`config.mk`:
```
export PLATFORM = sky130hd
export DESIGN_NAME = sdr_cmd_monitor
export DESIGN_NICKNAME = d
export VERILOG_FILES = /design/src/rtl/sdr_mon_pkg.sv /design/src/rtl/sdr_cmd_decode.sv /design/src/rtl/sdr_bank_tracker.sv /design/src/rtl/sdr_mask_pipe.sv /design/src/rtl/sdr_cmd_monitor.sv
export SDC_FILE = /design/constraint.sdc
export NUM_CORES = 1
export LEC_CHECK = 0
export BUFFER_PORTS_ARGS = -buffer_cell sky130_fd_sc_hd__buf_2
export CAP_MARGIN = 25
export CORE_MARGIN = 5
export CORE_UTILIZATION = 39
export CTS_CLUSTER_SIZE = 40
export DETAILED_ROUTE_END_ITERATION = 8
export PLACE_DENSITY = 0.68
export SLEW_MARGIN = 20
export SYNTH_ARGS = -nofsm -noshare
export SYNTH_HDL_FRONTEND = slang
export SYNTH_SLANG_ARGS = --single-unit
```
`constraint.sdc`:
```
create_clock -name clk_i -period 1.7 [get_ports clk_i]
set_clock_uncertainty 0.1 [all_clocks]
set_input_delay 0.085 -clock clk_i [delete_from_list [all_inputs] [get_ports clk_i]]
set_output_delay 0.085 -clock clk_i [all_outputs]
set_load 0.03 [all_outputs]
```
`src/rtl/sdr_mon_pkg.sv`:
```
package sdr_mon_pkg;

  typedef enum logic [2:0] {
    CMD_NOP = 3'd0,
    CMD_ACT = 3'd1,
    CMD_RD  = 3'd2,
    CMD_WR  = 3'd3,
    CMD_BST = 3'd4,
    CMD_PRE = 3'd5,
    CMD_REF = 3'd6,
    CMD_LMR = 3'd7
  } cmd_e;

  typedef struct packed {
    logic valid;
    cmd_e code;
    logic sref;
  } dec_t;

endpackage

```
`src/rtl/sdr_cmd_decode.sv`:
```
module sdr_cmd_decode
  import sdr_mon_pkg::*;
(
  input  logic cke_i,
  input  logic cs_n_i,
  input  logic ras_n_i,
  input  logic cas_n_i,
  input  logic we_n_i,
  output dec_t dec_o
);

  cmd_e raw;

  always_comb begin
    case ({ras_n_i, cas_n_i, we_n_i})
      3'b011:  raw = CMD_ACT;
      3'b101:  raw = CMD_RD;
      3'b100:  raw = CMD_WR;
      3'b110:  raw = CMD_BST;
      3'b010:  raw = CMD_PRE;
      3'b001:  raw = CMD_REF;
      3'b000:  raw = CMD_LMR;
      default: raw = CMD_NOP;
    endcase
  end

  always_comb begin
    dec_o.valid = 1'b0;
    dec_o.code  = CMD_NOP;
    dec_o.sref  = 1'b0;
    if (!cs_n_i) begin
      if (cke_i) begin
        dec_o.valid = 1'b1;
        dec_o.code  = raw;
      end else if (raw == CMD_REF) begin
        dec_o.valid = 1'b1;
        dec_o.code  = CMD_REF;
        dec_o.sref  = 1'b1;
      end
    end
  end

endmodule

```
`src/rtl/sdr_bank_tracker.sv`:
```
module sdr_bank_tracker #(
  parameter int ROW_W = 13
) (
  input  logic             clk_i,
  input  logic             rst_i,
  input  logic             act_i,
  input  logic             close_i,
  input  logic [ROW_W-1:0] row_i,
  output logic             open_o,
  output logic [ROW_W-1:0] row_o
);

  logic             open_q;
  logic [ROW_W-1:0] row_q;

  always_ff @(posedge clk_i) begin
    if (rst_i) begin
      open_q <= 1'b0;
      row_q  <= '0;
    end else if (act_i && !open_q) begin
      open_q <= 1'b1;
      row_q  <= row_i;
    end else if (close_i) begin
      open_q <= 1'b0;
    end
  end

  assign open_o = open_q;
  assign row_o  = row_q;


  act_opens_chk: assert property (@(posedge clk_i) disable iff (rst_i)
    act_i |=> open_q);


  act_open_keeps_row_chk: assert property (@(posedge clk_i) disable iff (rst_i)
    (act_i && open_q) |=> $stable(row_q));


  close_clears_chk: assert property (@(posedge clk_i) disable iff (rst_i)
    (close_i && !act_i) |=> !open_q);

endmodule

```
`src/rtl/sdr_mask_pipe.sv`:
```
module sdr_mask_pipe #(
  parameter int W     = 8,
  parameter int DEPTH = 2,
  localparam int FW   = $clog2(DEPTH + 1)
) (
  input  logic         clk_i,
  input  logic         rst_i,
  input  logic [W-1:0] dqm_i,
  output logic [W-1:0] wr_en_o,
  output logic [W-1:0] rd_en_o
);

  logic [W-1:0]  stg_q [DEPTH];
  logic [FW-1:0] fill_q;

  always_ff @(posedge clk_i) begin
    if (rst_i) begin
      for (int k = 0; k < DEPTH; k++) stg_q[k] <= '1;
      fill_q <= '0;
    end else begin
      stg_q[0] <= dqm_i;
      for (int k = 1; k < DEPTH; k++) stg_q[k] <= stg_q[k-1];
      if (fill_q != FW'(DEPTH)) fill_q <= fill_q + 1'b1;
    end
  end

  assign wr_en_o = ~dqm_i;
  assign rd_en_o = ~stg_q[DEPTH-1];

  generate
    if (DEPTH == 2) begin : g_lat2_chk

      rd_lat_chk: assert property (@(posedge clk_i) disable iff (rst_i)
        (fill_q == FW'(DEPTH)) |-> (rd_en_o == ~$past(dqm_i, 2)));
    end
  endgenerate

endmodule

```
`src/rtl/sdr_cmd_monitor.sv`:
```
module sdr_cmd_monitor
  import sdr_mon_pkg::*;
#(
  parameter int NUM_BANKS = 4,
  parameter int ROW_W     = 13,
  parameter int MODE_W    = 12,
  parameter int AP_BIT    = 10,
  parameter int DQM_W     = 8,
  parameter int RD_LAT    = 2,
  localparam int BA_W     = $clog2(NUM_BANKS)
) (
  input  logic                       clk_i,
  input  logic                       rst_i,
  input  logic                       cke_i,
  input  logic                       cs_n_i,
  input  logic                       ras_n_i,
  input  logic                       cas_n_i,
  input  logic                       we_n_i,
  input  logic [BA_W-1:0]            ba_i,
  input  logic [ROW_W-1:0]           addr_i,
  input  logic [DQM_W-1:0]           dqm_i,
  output logic                       cmd_valid_o,
  output logic [2:0]                 cmd_code_o,
  output logic                       cmd_sref_o,
  output logic [BA_W-1:0]            cmd_bank_o,
  output logic [NUM_BANKS-1:0]       bank_open_o,
  output logic [NUM_BANKS*ROW_W-1:0] open_rows_o,
  output logic [MODE_W-1:0]          mode_reg_o,
  output logic                       mode_warn_o,
  output logic                       proto_err_o,
  output logic [BA_W-1:0]            err_bank_o,
  output logic                       refresh_err_o,
  output logic [DQM_W-1:0]           wr_byte_en_o,
  output logic [DQM_W-1:0]           rd_byte_en_o
);

  dec_t dec;

  sdr_cmd_decode u_dec (
    .cke_i   (cke_i),
    .cs_n_i  (cs_n_i),
    .ras_n_i (ras_n_i),
    .cas_n_i (cas_n_i),
    .we_n_i  (we_n_i),
    .dec_o   (dec)
  );

  logic is_act, is_acc, is_pre, is_ref, is_lmr, ap, tgt_open, bad;
  logic [NUM_BANKS-1:0] bank_open, act_vec, close_vec;

  always_comb begin
    is_act   = dec.valid && (dec.code == CMD_ACT);
    is_acc   = dec.valid && ((dec.code == CMD_RD) || (dec.code == CMD_WR));
    is_pre   = dec.valid && (dec.code == CMD_PRE);
    is_ref   = dec.valid && (dec.code == CMD_REF);
    is_lmr   = dec.valid && (dec.code == CMD_LMR);
    ap       = addr_i[AP_BIT];
    tgt_open = bank_open[ba_i];
    bad      = (is_act && tgt_open) || (is_acc && !tgt_open);
  end

  generate
    for (genvar b = 0; b < NUM_BANKS; b++) begin : g_bank
      assign act_vec[b]   = is_act && (ba_i == BA_W'(b));
      assign close_vec[b] = (is_pre && (ap || (ba_i == BA_W'(b)))) ||
                            (is_acc && ap && (ba_i == BA_W'(b)));
      sdr_bank_tracker #(.ROW_W(ROW_W)) u_trk (
        .clk_i   (clk_i),
        .rst_i   (rst_i),
        .act_i   (act_vec[b]),
        .close_i (close_vec[b]),
        .row_i   (addr_i),
        .open_o  (bank_open[b]),
        .row_o   (open_rows_o[b*ROW_W +: ROW_W])
      );
    end
  endgenerate

  assign bank_open_o = bank_open;

  logic              cmd_valid_q, cmd_sref_q, proto_err_q, refresh_err_q, warn_q;
  cmd_e              cmd_code_q;
  logic [BA_W-1:0]   cmd_bank_q, err_bank_q;
  logic [MODE_W-1:0] mode_q;

  always_ff @(posedge clk_i) begin
    if (rst_i) begin
      cmd_valid_q   <= 1'b0;
      cmd_code_q    <= CMD_NOP;
      cmd_sref_q    <= 1'b0;
      cmd_bank_q    <= '0;
      proto_err_q   <= 1'b0;
      err_bank_q    <= '0;
      refresh_err_q <= 1'b0;
      mode_q        <= '0;
      warn_q        <= 1'b0;
    end else begin
      cmd_valid_q <= dec.valid;
      cmd_code_q  <= dec.valid ? dec.code : CMD_NOP;
      cmd_sref_q  <= dec.sref;
      cmd_bank_q  <= ba_i;
      if (bad) begin
        proto_err_q <= 1'b1;
        if (!proto_err_q) err_bank_q <= ba_i;
      end
      if (is_ref && (|bank_open)) refresh_err_q <= 1'b1;
      if (is_lmr) begin
        mode_q <= addr_i[MODE_W-1:0];
        if (addr_i[MODE_W]) warn_q <= 1'b1;
      end
    end
  end

  assign cmd_valid_o   = cmd_valid_q;
  assign cmd_code_o    = cmd_code_q;
  assign cmd_sref_o    = cmd_sref_q;
  assign cmd_bank_o    = cmd_bank_q;
  assign proto_err_o   = proto_err_q;
  assign err_bank_o    = err_bank_q;
  assign refresh_err_o = refresh_err_q;
  assign mode_reg_o    = mode_q;
  assign mode_warn_o   = warn_q;

  sdr_mask_pipe #(.W(DQM_W), .DEPTH(RD_LAT)) u_mask (
    .clk_i   (clk_i),
    .rst_i   (rst_i),
    .dqm_i   (dqm_i),
    .wr_en_o (wr_byte_en_o),
    .rd_en_o (rd_byte_en_o)
  );


  inhibit_silent_chk: assert property (@(posedge clk_i) disable iff (rst_i)
    cs_n_i |=> !cmd_valid_o);


  cke_low_ignored_chk: assert property (@(posedge clk_i) disable iff (rst_i)
    (!cke_i && !(!cs_n_i && !ras_n_i && !cas_n_i && we_n_i)) |=> (!cmd_valid_o && $stable(bank_open_o)));


  proto_sticky_chk: assert property (@(posedge clk_i) disable iff (rst_i)
    proto_err_o |=> (proto_err_o && $stable(err_bank_o)));


  refresh_sticky_chk: assert property (@(posedge clk_i) disable iff (rst_i)
    refresh_err_o |=> refresh_err_o);


  pre_all_chk: assert property (@(posedge clk_i) disable iff (rst_i)
    (is_pre && ap) |=> (bank_open_o == '0));


  reset_clear_chk: assert property (@(posedge clk_i)
    rst_i |=> ((bank_open_o == '0) && !proto_err_o && !refresh_err_o && !mode_warn_o));

endmodule

```
* Yosys cells after proc, flatten, opt, wreduce, memory -nomap -nowiden
Memory sizes are Yosys's and may differ from the RTL's.
Index checks and enable logic that the tools add are counted.
** Word-level totals
- Register bits after elaboration :: 80
- Memory bits (writable) :: 16
- Input port bits :: 30
- Output and inout bits :: 96
- Word-level logic and storage cells :: 112
- Memories :: 1
** Memory list
- u_mask.stg_q :: depth 2, bits a word 8, rd ports 2, clocked after Yosys merged registers in 0, wr ports 2, line sdr_mask_pipe.sv:13 : logic [W-1:0] stg_q [DEPTH];
** Cells by class
- Order comparisons :: 1
- Equal/unequal tests :: 16
- Muxes and demuxes :: 20
- Bitwise gates (word level) :: 6
- Reduce and logical (&&, ||, !) cells :: 51
** Operators with widths (number)
- 1-bit logical AND :: 25
- 3-bit == test (second input constant) :: 7
- 3-bit case mux with 7 select lines :: 1
- 8-bit two-way mux :: 2
- 8-bit inverter :: 2
- 1-bit two-way mux :: 13
- 3-bit by 2-bit == test with 1-bit output (second input constant) :: 4
- 1-bit logical OR :: 10
- 5-bit two-way mux :: 2
- 2-bit nonzero test :: 4
- 3-bit by 1-bit == test with 1-bit output (second input constant) :: 2
- 1-bit zero test :: 5
- 2-bit == test (second input constant) :: 2
- 4-bit two-way mux :: 1
- 2-bit AND reduction :: 2
- 4-bit OR reduction :: 1
- 3-bit zero test :: 1
- 2-bit by 3-bit less-than comparator with 1-bit output (second input constant) :: 1
- 3-bit OR reduction :: 1
- 1-bit binary-select mux with 2-bit select :: 1
- 2-bit by 1-bit == test with 1-bit output (second input constant) :: 1
- 2-bit zero test :: 1
- 1-bit inverter :: 2
- 1-bit OR :: 2
- 2-bit OR reduction :: 1

* Depth between registers and ports, before layout
Gate-level depths: netlist of the first run.
- Word-level depth :: 14
- Depth in mapped cells :: 7
- Gate-level depth less buffers :: 4

* Modules after synthesis
Synthesis of the first run repeated with hierarchy kept, for this count alone.
** Second synthesis, totals
- Cells, all modules :: 411
- Area, all modules :: 4292.9 um^2
** Modules (own cells, without submodules)
- sdr_bank_tracker :: times used 4, cells an instance 61, area each 695.7 um^2, sequential area each 280.3 um^2
- sdr_cmd_monitor :: times used 1, cells an instance 107, area each 943.4 um^2, sequential area each 480.5 um^2
- sdr_mask_pipe :: times used 1, cells an instance 49, area each 491.7 um^2, sequential area each 320.3 um^2
- sdr_cmd_decode :: times used 1, cells an instance 11, area each 75.1 um^2, sequential area each 0.0 um^2

* Least setup slack after synthesis of the first run
OpenSTA, ideal clock, no wires.
- Kind :: in2reg
- From :: in cs_n_i
- To :: reg g_bank[1].u_trk.row_q[4]
- Library setup time :: 0.128 ns
- Arrival time :: 1.564 ns
- Data required time :: 1.472 ns
- Setup slack :: -0.092 ns
- Cell stages on the path :: 7
- Buffers on the path :: 3
- Cell sequence :: buf_2 or3b_4 or4_4 buf_6 buf_12 mux2i_1 nor2_1
** On the way
- Longest elaborated chain between the ends :: 5
** RTL lines
- from (decl) :: line sdr_cmd_monitor.sv:15 : input logic cs_n_i,
- 5-bit two-way mux * :: line sdr_cmd_decode.sv:31 : if (!cs_n_i) begin
- 3-bit by 1-bit == test with 1-bit output :: line sdr_cmd_monitor.sv:52 : is_act = dec.valid && (dec.code == CMD_ACT);
- 1-bit logical AND * :: line sdr_cmd_monitor.sv:52
- 1-bit logical AND * :: line sdr_cmd_monitor.sv:64 : assign act_vec[b] = is_act && (ba_i == BA_W'(b));
- 1-bit logical AND * :: line sdr_bank_tracker.sv:20 : end else if (act_i && !open_q) begin
- to (signal assigned) :: line sdr_bank_tracker.sv:22 : row_q <= row_i;
- to (decl) :: line sdr_bank_tracker.sv:14 : logic [ROW_W-1:0] row_q;
Mark *: on every way between the ends. The rest lies on a longest branch, timed or not.
A chain may end at the register's enable or synchronous reset.

* Final worst setup path of the first run
- From :: reg g_bank[3].u_trk.open_q
- To :: reg err_bank_q[0] (netlist: err_bank_o[0])
** On the way
- Longest elaborated chain between the ends :: 6
- Elaborated cells between the ends (all ways) :: 7
- Classes of those cells :: 2 x mux; 5 x reduce/logical
** RTL lines
- from (decl) :: line sdr_bank_tracker.sv:13 : logic open_q;
- from (signal assigned) :: line sdr_bank_tracker.sv:18 : open_q <= 1'b0;
- from (signal assigned) :: line sdr_bank_tracker.sv:21 : open_q <= 1'b1;
- from (signal assigned) :: line sdr_bank_tracker.sv:24 : open_q <= 1'b0;
- 1-bit binary-select mux with 2-bit select * :: line sdr_cmd_monitor.sv:58 : tgt_open = bank_open[ba_i];
- 1-bit two-way mux (implied by the code) * :: line sdr_cmd_monitor.sv:58
- 1-bit zero test :: line sdr_cmd_monitor.sv:59 : bad = (is_act && tgt_open) || (is_acc && !tgt_open);
- 1-bit logical AND :: line sdr_cmd_monitor.sv:59
- 1-bit logical OR * :: line sdr_cmd_monitor.sv:59
- 2-bit AND reduction (no line) *
- to (signal assigned) :: line sdr_cmd_monitor.sv:104 : if (!proto_err_q) err_bank_q <= ba_i;
- to (decl) :: line sdr_cmd_monitor.sv:83 : logic [BA_W-1:0] cmd_bank_q, err_bank_q;
Mark *: on every way between the ends. The rest lies on a longest branch, timed or not. The select of a mux whose other input is x is not followed.

==> results of run 1 <==
[kinds of logic after synthesis]
kind of cell | after synthesis | synth area share [%]
AOI/OAI and AO/OA | 17 | 3.17
buffers and inverters | 46 | 6.27
DFF | 96 | 54.7
and+or+nand+nor | 116 | 16.3
muxes | 67 | 19.5
[placed cells by master, fill, tap and decap left out, types with 2 or more instances in the layout]
cell type / count
buf_2: 124
nor3_1: 2
nand2_1: 7
dlygate4sd3_1: 25
clkinvlp_4: 2
nor2b_1: 3
a21oi_1: 4
mux2_2: 2
buf_12: 2
or2_2: 14
clkbuf_1: 2
nor3b_1: 2
mux2i_1: 64
nor4_1: 4
nor2_1: 69
inv_1: 21
nand3_1: 4
nand2b_4: 2
or4_4: 2
dfxtp_1: 96
buf_4: 19
clkbuf_8: 10
o21ai_0: 2
[power groups by stage]
| stage | registers (mW) | clock network [mW] | logic [mW] |
|---|---|---|---|
| floorplan | 2.38 | 0 | 0.158 |
| global placement | 2.34 | 0 | 0.327 |
| detailed placement | 2.35 | 0 | 0.330 |
| CTS | 2.29 | 1.37 | 0.376 |
| global route | 2.30 | 1.48 | 0.416 |
| finish | 2.29 | 1.33 | 0.383 |
[cell type report]
class,count,area share (%)
multi-input cells,201,29.5
well taps,108,2.82
repair buffers,171,22.3
flip-flops and latches,96,40.1
inverters,21,1.65
clock buffers,12,3.03
clock inverters,4,0.601
[worst max-delay path: stages (launching register included)]
cell and delay, ns:
dfxtp_1 0.33, mux4_2 0.48, nand2b_4 0.17, a21oi_4 0.15, mux2_2 0.35
[repair_timing]
item | in CTS | in global routing
setup buffers | 0 | 1
hold buffers | 26 | 0
resized for setup | 1 | 8
setup endpoints to repair | 2 | 17
pin swaps | 1 | 2
endpoints found under the hold margin | 73 | 0
gates cloned | 0 | 1
[per-layer routing]
layer  up-vias  track usage [%]  routed length, um
li1       1443                -                  -
met1      1314             19.9               3780
met2        97             28.6               4590
met3         5             6.78                824
met4         0             4.02                 70
met5         -                0                  0
[registers in the layout, summed over array words and instances, names as in the netlist]
name / flops
cmd_bank_o: 2
cmd_code_o: 3
cmd_sref_o: 1
cmd_valid_o: 1
err_bank_o: 2
g_bank.u_trk.open_o: 4
g_bank.u_trk.row_o: 52
mode_reg_o: 12
mode_warn_o: 1
proto_err_o: 1
refresh_err_o: 1
u_mask.stg_q: 16
[final timing paths]
path                          startpoint                 end  slack, ns
setup / recovery  g_bank[3].u_trk.open_o       err_bank_o[0]       0.01
hold / removal                    we_n_i       cmd_code_o[2]       0.02
setup reg to reg  g_bank[3].u_trk.open_o       err_bank_o[0]       0.01
hold reg to reg       u_mask.stg_q[0][1]  u_mask.stg_q[0][9]       0.31
[stage by stage]
step	TNS (ns)	hold WS [ns]	area, um^2
2_1_floorplan	-0.105	0.0619	3530
3_3_place_gp	0	0.168	4300
3_5_place_dp	-0.0427	0.179	4300
4_1_cts	0	0.00368	4740
5_1_grt	-0.00387	0.0415	4790
6_report	0	0.0177	4790
==> impl_results.md, run 1 <==
- Final net count: 530
- ANT cells: 0
- Clk slew on worst S/H paths: 0.08 ns
- Final Total Pwr: roughly 4 mW
- Worst setup path class: reg2reg
- CTS tree: built
- Largest net degree at the start of global routing: 30
- Startpoint types: register
- I/O pins: roughly 130
- Setup slack after layout: 0.0149 ns
- Switching Power: roughly 0.99 mW
- Pre-antenna DRT Iters: 4
- Post-synth top area cell: dfxtp_1
- Initial Util: between 40% and 50%
- Gate Count Post-Synth: 342
- HPWL Detailed: ~6400 um
- Max Clk Rate: just under 600 MHz
- Synth-to-layout area growth: 36.4%
- Max-cap violations: 0
- R2R cell count: 4
- DR vias/cell: 4.66
- Flop pwr share: between 50% and 60%
- Area contributors post-synth: dfxtp_1, mux2i_1, nor2_1, or2_2, inv_1
- Non-Filler Instances: between 600 and 700
- Gate power share: 9.6%
- Unique masters post-synth: 38
- Post-Syn Area: ~0.0035 mm^2
- Die height: approximately 100 um
- Status: complete, no violations
- Syn_nets: about 370
- Ys async rst share: 0%
- Core area: between 0.008 and 0.009 mm^2
- EDFF count, synth: 0
- Slew at the pin closest to its max-slew limit: roughly 0.48 ns
- Pre-CTS setup slack: -0.0216 ns
- Final WL: 9260 um
- Multi-input gate area: between 0.001 and 0.0015 mm^2
- Global-route wire length before repair: between 15,000 and 20,000 um
- Final GP Congestion: ~0.85
- Total gr overflow: 0
- Top_reg_cell synth: dfxtp_1
- Vias post-DR: between 2,000 and 3,000
- Pwr/cell area: between 800 and 900 mW/mm^2
- Number of synthesis warnings: 0
- Core Util, Final: between 50% and 60%
- Final Setup Violations: 0
- Peak VDD IR: between 400 and 500 uV
- Sequential fraction of the synthesis area: 54.7%
- IO buf count: 125
- Max-slew violations: 0
- Critical Path RT: roughly 1.8 ns
- WL/cell: approximately 15 um
- Root Driver: clkbuf_8
- Mean Syn Cell Area: approximately 10 um^2
- Sw frac: between 20% and 30%
- Clock Latency Late Sink: around 0.34 ns
- Rows: 34
- #FFs+latches synth: 96
- GR Util All Layers: between 15 and 20%
- FF/Latch Area: 0.00192 mm^2
- Clk buf depth: 2
- Post-synth top area share: a little over half
- # H-tree levels: 3
- Layout fillers: 806
- Power share of the clock group: between 30% and 40%
- Die Wd: ~100 um
- CP max FO: 2
- Num CTS Buffers: 9
- Vias in the first global route: around 3,000
- Slew HR: approximately two thirds
- Crit share post-route: about 100%
- Pint: 3.01 mW
- CP Data Arrival Time: about 1.8 ns
- Number of DRC markers in iteration 0: between 70 and 80
- Routed Antenna Nets: 0
- P_leak: ~2.5 nW
- Endpoint class of the critical path: register
- Initial antenna violation count: 0
- Placed cells: 569
- Hold Fails Final Rpt: 0
- Layout cell share with drive strength beyond 1: 37.0%
- Hold crit path type: in2reg
- Clock Sinks: between 90 and 100
- Most frequent cell after synthesis: dfxtp_1
- Hold-critical path depth: 3
- Drt drc: 0
- Final min period: 1.69 ns
- Post-synth top cells: dfxtp_1, nor2_1, mux2i_1
- DIE AREA: 0.0110 mm^2
No activity file was read; power rests on OpenSTA's default activity.
==> inputs of run 2 (changes only) <==
RECOVER_POWER = 100   (was unset)
==> impl_results.md, run 2 (synthesized netlist as in run 1, its figures left out) <==
- DR vias/cell: 4.67 (was 4.66)
- Max Clk Rate: 593 MHz (about the same)
- # H-tree levels: 3 (unchanged)
- Placed cells: 569 (unchanged)
- Startpoint types: register (unchanged)
- GR Util All Layers: 16.9% (unchanged)
- IO buf count: 125 (unchanged)
- Max-cap violations: 0 (unchanged)
- Hold crit path type: in2reg (unchanged)
- Largest net degree at the start of global routing: 30 (unchanged)
- Worst setup path class: reg2reg (unchanged)
- Final min period: 1.69 ns (about the same)
- Setup TNS: 0 ns (unchanged)
- Die height: 105 um (unchanged)
- Pre-CTS setup slack: -0.0216 ns (unchanged)
- Most frequent cells in the layout: clkbuf_1, dfxtp_1, nor2_1 (was buf_2, dfxtp_1, nor2_1)
- CP Data Arrival Time: 1.82 ns (about the same)
- Root Driver: clkbuf_8 (unchanged)
- Initial Util: 40.1% (unchanged)
- Vias post-DR: 2,863 (was 2,859)
- Peak VDD IR: 411 uV (was 408 uV)
- Total gr overflow: 0 (unchanged)
- Critical Path RT: 1.83 ns (about the same)
- Worst Setup SP: g_bank[3].u_trk.open_o (unchanged)
- ANT cells: 0 (unchanged)
- Max FFs per register: 52 (unchanged)
- Final instance area: 0.00462 mm^2 (was 0.00479 mm^2)
- Core Util, Final: 52.7% (was 54.6%)
- Clk buf depth: 2 (unchanged)
- Max-slew violations: 0 (unchanged)
- Final Hold Slack: 0.00962 ns (was 0.0177 ns)
- Slew at the pin closest to its max-slew limit: 0.537 ns (was 0.481 ns)
- Reg2Reg Launch Point: g_bank[3].u_trk.open_o (unchanged)
- Rows: 34 (unchanged)
- Pwr/cell area: 865 mW/mm^2 (was 837 mW/mm^2)
- Final Setup Violations: 0 (unchanged)
- Pre-antenna DRT Iters: 4 (unchanged)
- Setup slack after layout: 0.0144 ns (was 0.0149 ns)
- Core area: 0.00876 mm^2 (unchanged)
- Commonest non-fill, non-tap cell in the layout: clkbuf_1 (was buf_2)
- Routed Antenna Nets: 0 (unchanged)
- CP max FO: 2 (unchanged)
- Non-Filler Instances: 613 (unchanged)
- Final WL: 9280 um (was 9260 um)
- Initial antenna violation count: 0 (unchanged)
- Worst Min Path Start: we_n_i (unchanged)
- CTS tree: built (unchanged)
- Global-route wire length before repair: 15,200 um (unchanged)
- Num CTS Buffers: 9 (unchanged)
- Endpoint class of the critical path: register (unchanged)
- P_leak: 2.09 nW (was 2.53 nW)
- WL/cell: 15.1 um (about the same)
- Status: complete, no violations (unchanged)
- Clock Sinks: 96 (unchanged)
- Slew HR: 64.2% (was 67.9%)
- Area after DPL: 0.00430 mm^2 (unchanged)
- Final net count: 530 (unchanged)
- Clk slew on worst S/H paths: 0.08 ns (about the same)
- I/O pins: 126 (unchanged)
- Number of DRC markers in iteration 0: 85 (was 78)
- Synth-to-layout area growth: 31.5% (was 36.4%)
- Clock Latency Late Sink: 0.34 ns (about the same)
- Hold Fails Final Rpt: 0 (unchanged)
- HPWL Detailed: 6380 um (unchanged)
- Final GP Congestion: 0.855 (unchanged)
- Layout cell share with drive strength beyond 1: 16.2% (was 37.0%)
- Vias in the first global route: 3,014 (unchanged)
- DIE AREA: 0.0110 mm^2 (unchanged)
- Drt drc: 0 (unchanged)
- Final Total Pwr: 3.99 mW (was 4.01 mW)
- Crit share post-route: 99.2% (was 99.1%)
- Die Wd: 105 um (unchanged)
## run 2: changes by cell type in the layout (fill, tap and decap cells not counted), sizes merged
cell | before | now
dlymetal6s4s | 1 | 0
buf | 145 | 40
clkbuf | 12 | 117
clkdlybuf4s25 | 0 | 1
## run 2: path summary, 6_finish.rpt
kind | end | slack [ns] | depth (start not counted)
worst min register to register | u_mask.stg_q[0][9] | 0.31 | 1
worst min-delay path | cmd_code_o[2] | 0.01 | 3
worst max register to register | err_bank_o[0] | 0.01 | 4
worst max-delay path | err_bank_o[0] | 0.01 | 4
## run 2: power by group
group,total [mW],internal [mW],switching [mW]
Combinational,0.365,0.137,0.227
Sequential,2.29,2.28,0.0117
Clock,1.33,0.577,0.756
## run 2: layout make-up
| cell class | instances | area [um^2] |
|---|---|---|
| clock buffers | 12 | 145 |
| clock inverters | 4 | 28.8 |
| fillers | 877 | 4150 |
| inverters | 21 | 78.8 |
| multi-input cells | 201 | 1400 |
| flip-flops and latches | 96 | 1920 |
| well taps | 108 | 135 |
| repair buffers | 171 | 912 |
## run 2: critical path, stage by stage (launching register included)
cell and delay, ns:
dfxtp_1 0.33, mux4_2 0.48, nand2b_4 0.17, a21oi_4 0.15, mux2_2 0.35
## run 2: metal layers
layer	wire (um)	share of wire [%]	global-route usage, %
met1	3790	41	19.9
met2	4600	50	28.6
met3	825	8.9	6.78
met4	70	0.75	4.02
met5	0	0	0
## run 2: timing repair
action / 4_1_cts / 5_1_grt
cloned: 0 / 1
pin swaps: 1 / 2
hold buffers: 26 / 0
endpoints found under the hold margin: 73 / 0
resized for setup: 1 / 8
buffers inserted: 0 / 1
endpoints found under the setup margin: 2 / 17
==> inputs of run 3 (changes only) <==
PLACE_DENSITY = 0.65   (was 0.68)
SYNTH_HIERARCHICAL = 1   (was unset)
==> impl_results.md, run 3 <==
- Status: finished, violations left (was complete, no violations)
- Failing checks: setup timing
- Slowest-stage cell, CP: mux4_2 (unchanged)
- Initial antenna violation count: 0 (unchanged)
- GR Util All Layers: 17.3% (was 16.9%)
- Worst Setup SP: g_bank[3].u_trk/open_o (was g_bank[3].u_trk.open_o)
- I/O pins: 126 (unchanged)
- Top_reg_cell synth: dfxtp_1 (unchanged)
- Crit-path cells: mux4_2 -> mux2_4 -> nand3b_4 -> mux2_4 (was mux4_2 -> nand2b_4 -> a21oi_4 -> mux2_2)
- Max-cap violations: 0 (unchanged)
- Post-CTS setup buffers: 0 (unchanged)
- Post-synth top area cell: dfxtp_1 (unchanged)
- Root Driver: clkbuf_8 (unchanged)
- Startpoint types: register (unchanged)
- CP Buf/Inv Count: 0 (unchanged)
- Vias in the first global route: 3,505 (was 3,014)
- IO buf count: 125 (unchanged)
- # H-tree levels: 3 (unchanged)
- Reg2Reg Launch Point: g_bank[3].u_trk/open_o (was g_bank[3].u_trk.open_o)
- CP Data Arrival Time: 1.91 ns (was 1.82 ns)
- CP max FO: 2 (unchanged)
- Clock Sinks: 96 (unchanged)
- Drt drc: 0 (unchanged)
- Layout cell share with drive strength beyond 1: 24.9% (was 16.2%)
- Worst setup path class: reg2reg (unchanged)
- Pre-CTS setup slack: -0.184 ns (was -0.0216 ns)
- Pre-antenna DRT Iters: 4 (unchanged)
- Initial Util: 39.8% (was 40.1%)
- Max Clk Rate: 572 MHz (was 593 MHz)
- Sequential fraction of the synthesis area: 44.8% (was 54.7%)
- Pwr/cell area: 751 mW/mm^2 (was 865 mW/mm^2)
- Non-Filler Instances: 727 (was 613)
- Post-synth top area share: 44.8% (was 54.7%)
- Die Wd: 115 um (was 105 um)
- Crit share post-route: 103% (was 99.2%)
- Placed cells: 689 (was 569)
- Final instance area: 0.00553 mm^2 (was 0.00462 mm^2)
- Final GP Congestion: 0.770 (was 0.855)
- Slew at the pin closest to its max-slew limit: 0.908 ns (was 0.537 ns)
- Hold crit path type: in2reg (unchanged)
- P_leak: 2.05 nW (was 2.09 nW)
- Mean Syn Cell Area: 10.4 um^2 (was 10.3 um^2)
- Post-Syn Area: 0.00429 mm^2 (was 0.00351 mm^2)
- RSZ-0062 raised after global routing: true
- Hold Fails Final Rpt: 0 (unchanged)
- Core area: 0.0108 mm^2 (was 0.00876 mm^2)
- Final Setup Violations: 2 (was 0)
- Max-slew violations: 0 (unchanged)
- HPWL Detailed: 7870 um (was 6380 um)
- Commonest non-fill, non-tap cell in the layout: clkbuf_1 (unchanged)
- Final WL: 11,400 um (was 9280 um)
- Num CTS Buffers: 9 (unchanged)
- Final min period: 1.75 ns (was 1.69 ns)
- Worst Min Path Start: ba_i[0] (was we_n_i)
- Number of synthesis warnings: 6 (was 0)
- Global-route wire length before repair: 17,800 um (was 15,200 um)
- ANT cells: 0 (unchanged)
- Endpoint class of the critical path: register (unchanged)
- Syn_nets: 441 (was 372)
- Unique masters post-synth: 35 (was 38)
- #FFs+latches synth: 96 (unchanged)
- Clock Latency Late Sink: 0.37 ns (was 0.34 ns)
- Setup slack after layout: -0.0468 ns (was 0.0144 ns)
- Total gr overflow: 0 (unchanged)
- Final net count: 612 (was 530)
- Vias post-DR: 3,535 (was 2,863)
- Gate Count Post-Synth: 411 (was 342)
- Synth-to-layout area growth: 28.7% (was 31.5%)
- Area after DPL: 0.00538 mm^2 (was 0.00430 mm^2)
- Die height: 115 um (was 105 um)
- Routed Antenna Nets: 0 (unchanged)
- Critical Path RT: 1.87 ns (was 1.83 ns)
- Most frequent cells in the layout: clkbuf_1, dfxtp_1, nand2b_1 (was clkbuf_1, dfxtp_1, nor2_1)
- Largest net degree at the start of global routing: 52 (was 30)
- Rows: 38 (was 34)
- CTS tree: built (unchanged)
- WL/cell: 15.6 um (was 15.1 um)
- Most frequent cell after synthesis: dfxtp_1 (unchanged)
- Top delay family on crit path: multiplexers (unchanged)
- Clk buf depth: 2 (unchanged)
- Cts repair resizes: 0 (was 1)
- Max FFs per register: 52 (unchanged)
- Ys async rst share: 0% (unchanged)
- DR vias/cell: 4.86 (was 4.67)
- Clk slew on worst S/H paths: 0.10 ns (was 0.08 ns)
- Max stage delay on crit path: 0.48 ns (about the same)
- Slew HR: 39.5% (was 64.2%)
- Area contributors post-synth: dfxtp_1, nand4bb_1, o21ai_2, nand2b_1, nand2_1 (was dfxtp_1, mux2i_1, nor2_1, or2_2, inv_1)
- CP most frequent cell: mux2_4
- Number of DRC markers in iteration 0: 194 (was 85)
- Post-synth top cells: dfxtp_1, nand2b_1, nand4bb_1 (was dfxtp_1, nor2_1, mux2i_1)
- Setup TNS: -0.0907 ns (was 0 ns)
- EDFF count, synth: 0 (unchanged)
- Peak VDD IR: 412 uV (was 411 uV)
- DIE AREA: 0.0132 mm^2 (was 0.0110 mm^2)
==> run 3: cell type report <==
class,instances,area [um^2]
clock buffer,9,124
clock inverter,7,61.3
fill,1062,5270
inverter,17,63.8
multi-input combinational,273,2110
sequential,96,1940
tap,140,175
timing repair buffer,185,1050
==> run 3: repair_timing <==
action / in CTS / in global routing
pin swaps: 1 / 0
endpoints found under the hold margin: 65 / 0
setup endpoints to repair: 2 / 2
hold buffers: 22 / 0
==> run 3: tightest hold or removal path, delay by kind of cell <==
family / cells / cell delay, ns
buffers and inverters: 2 / 0.26
and+or+nand+nor: 1 / 0.14
==> run 3: final timing paths <==
path                                             to  slack, ns  depth (start not counted)
worst min register to register  u_mask/stg_q[0][10]       0.31                          1
worst min-delay path                  cmd_bank_o[0]       0.05                          3
worst max-delay path                  err_bank_o[1]      -0.05                          4
worst max register to register        err_bank_o[1]      -0.05                          4
==> run 3: power breakdown <==
part           switching [mW]  total, mW  leakage, nW  internal, mW
Clock                   0.868       1.43       0.0971         0.564
Sequential            0.00911       2.28        0.781          2.27
Combinational           0.248      0.438         1.17         0.190
==> run 3: layer usage <==
layer	vias up	track usage (%)	wire, um
met3	18	2.74	731
met5	-	0	0
met2	89	27.4	5180
li1	1768	-	-
met1	1660	23.2	5190
met4	0	7.43	256
==> run 3: cells by family after synthesis <==
logic type | count (synthesis) | synth area share [%]
muxes | 4 | 1.57
AOI/OAI and AO/OA | 79 | 13.8
and+or+nand+nor | 190 | 33.3
DFF | 96 | 44.8
buffers and inverters | 42 | 6.53
==> run 3: stage by stage <==
step	util (%)	hold WS, ns	total power [mW]
final	51.2	0.0513	4.15
after global routing	51.2	0.0410	4.32
after CTS	53.6	0.0397	4.22
after detailed placement	49.8	0.186	2.75
after global placement	49.8	0.180	2.75
after floorplan	-	0.0676	2.55
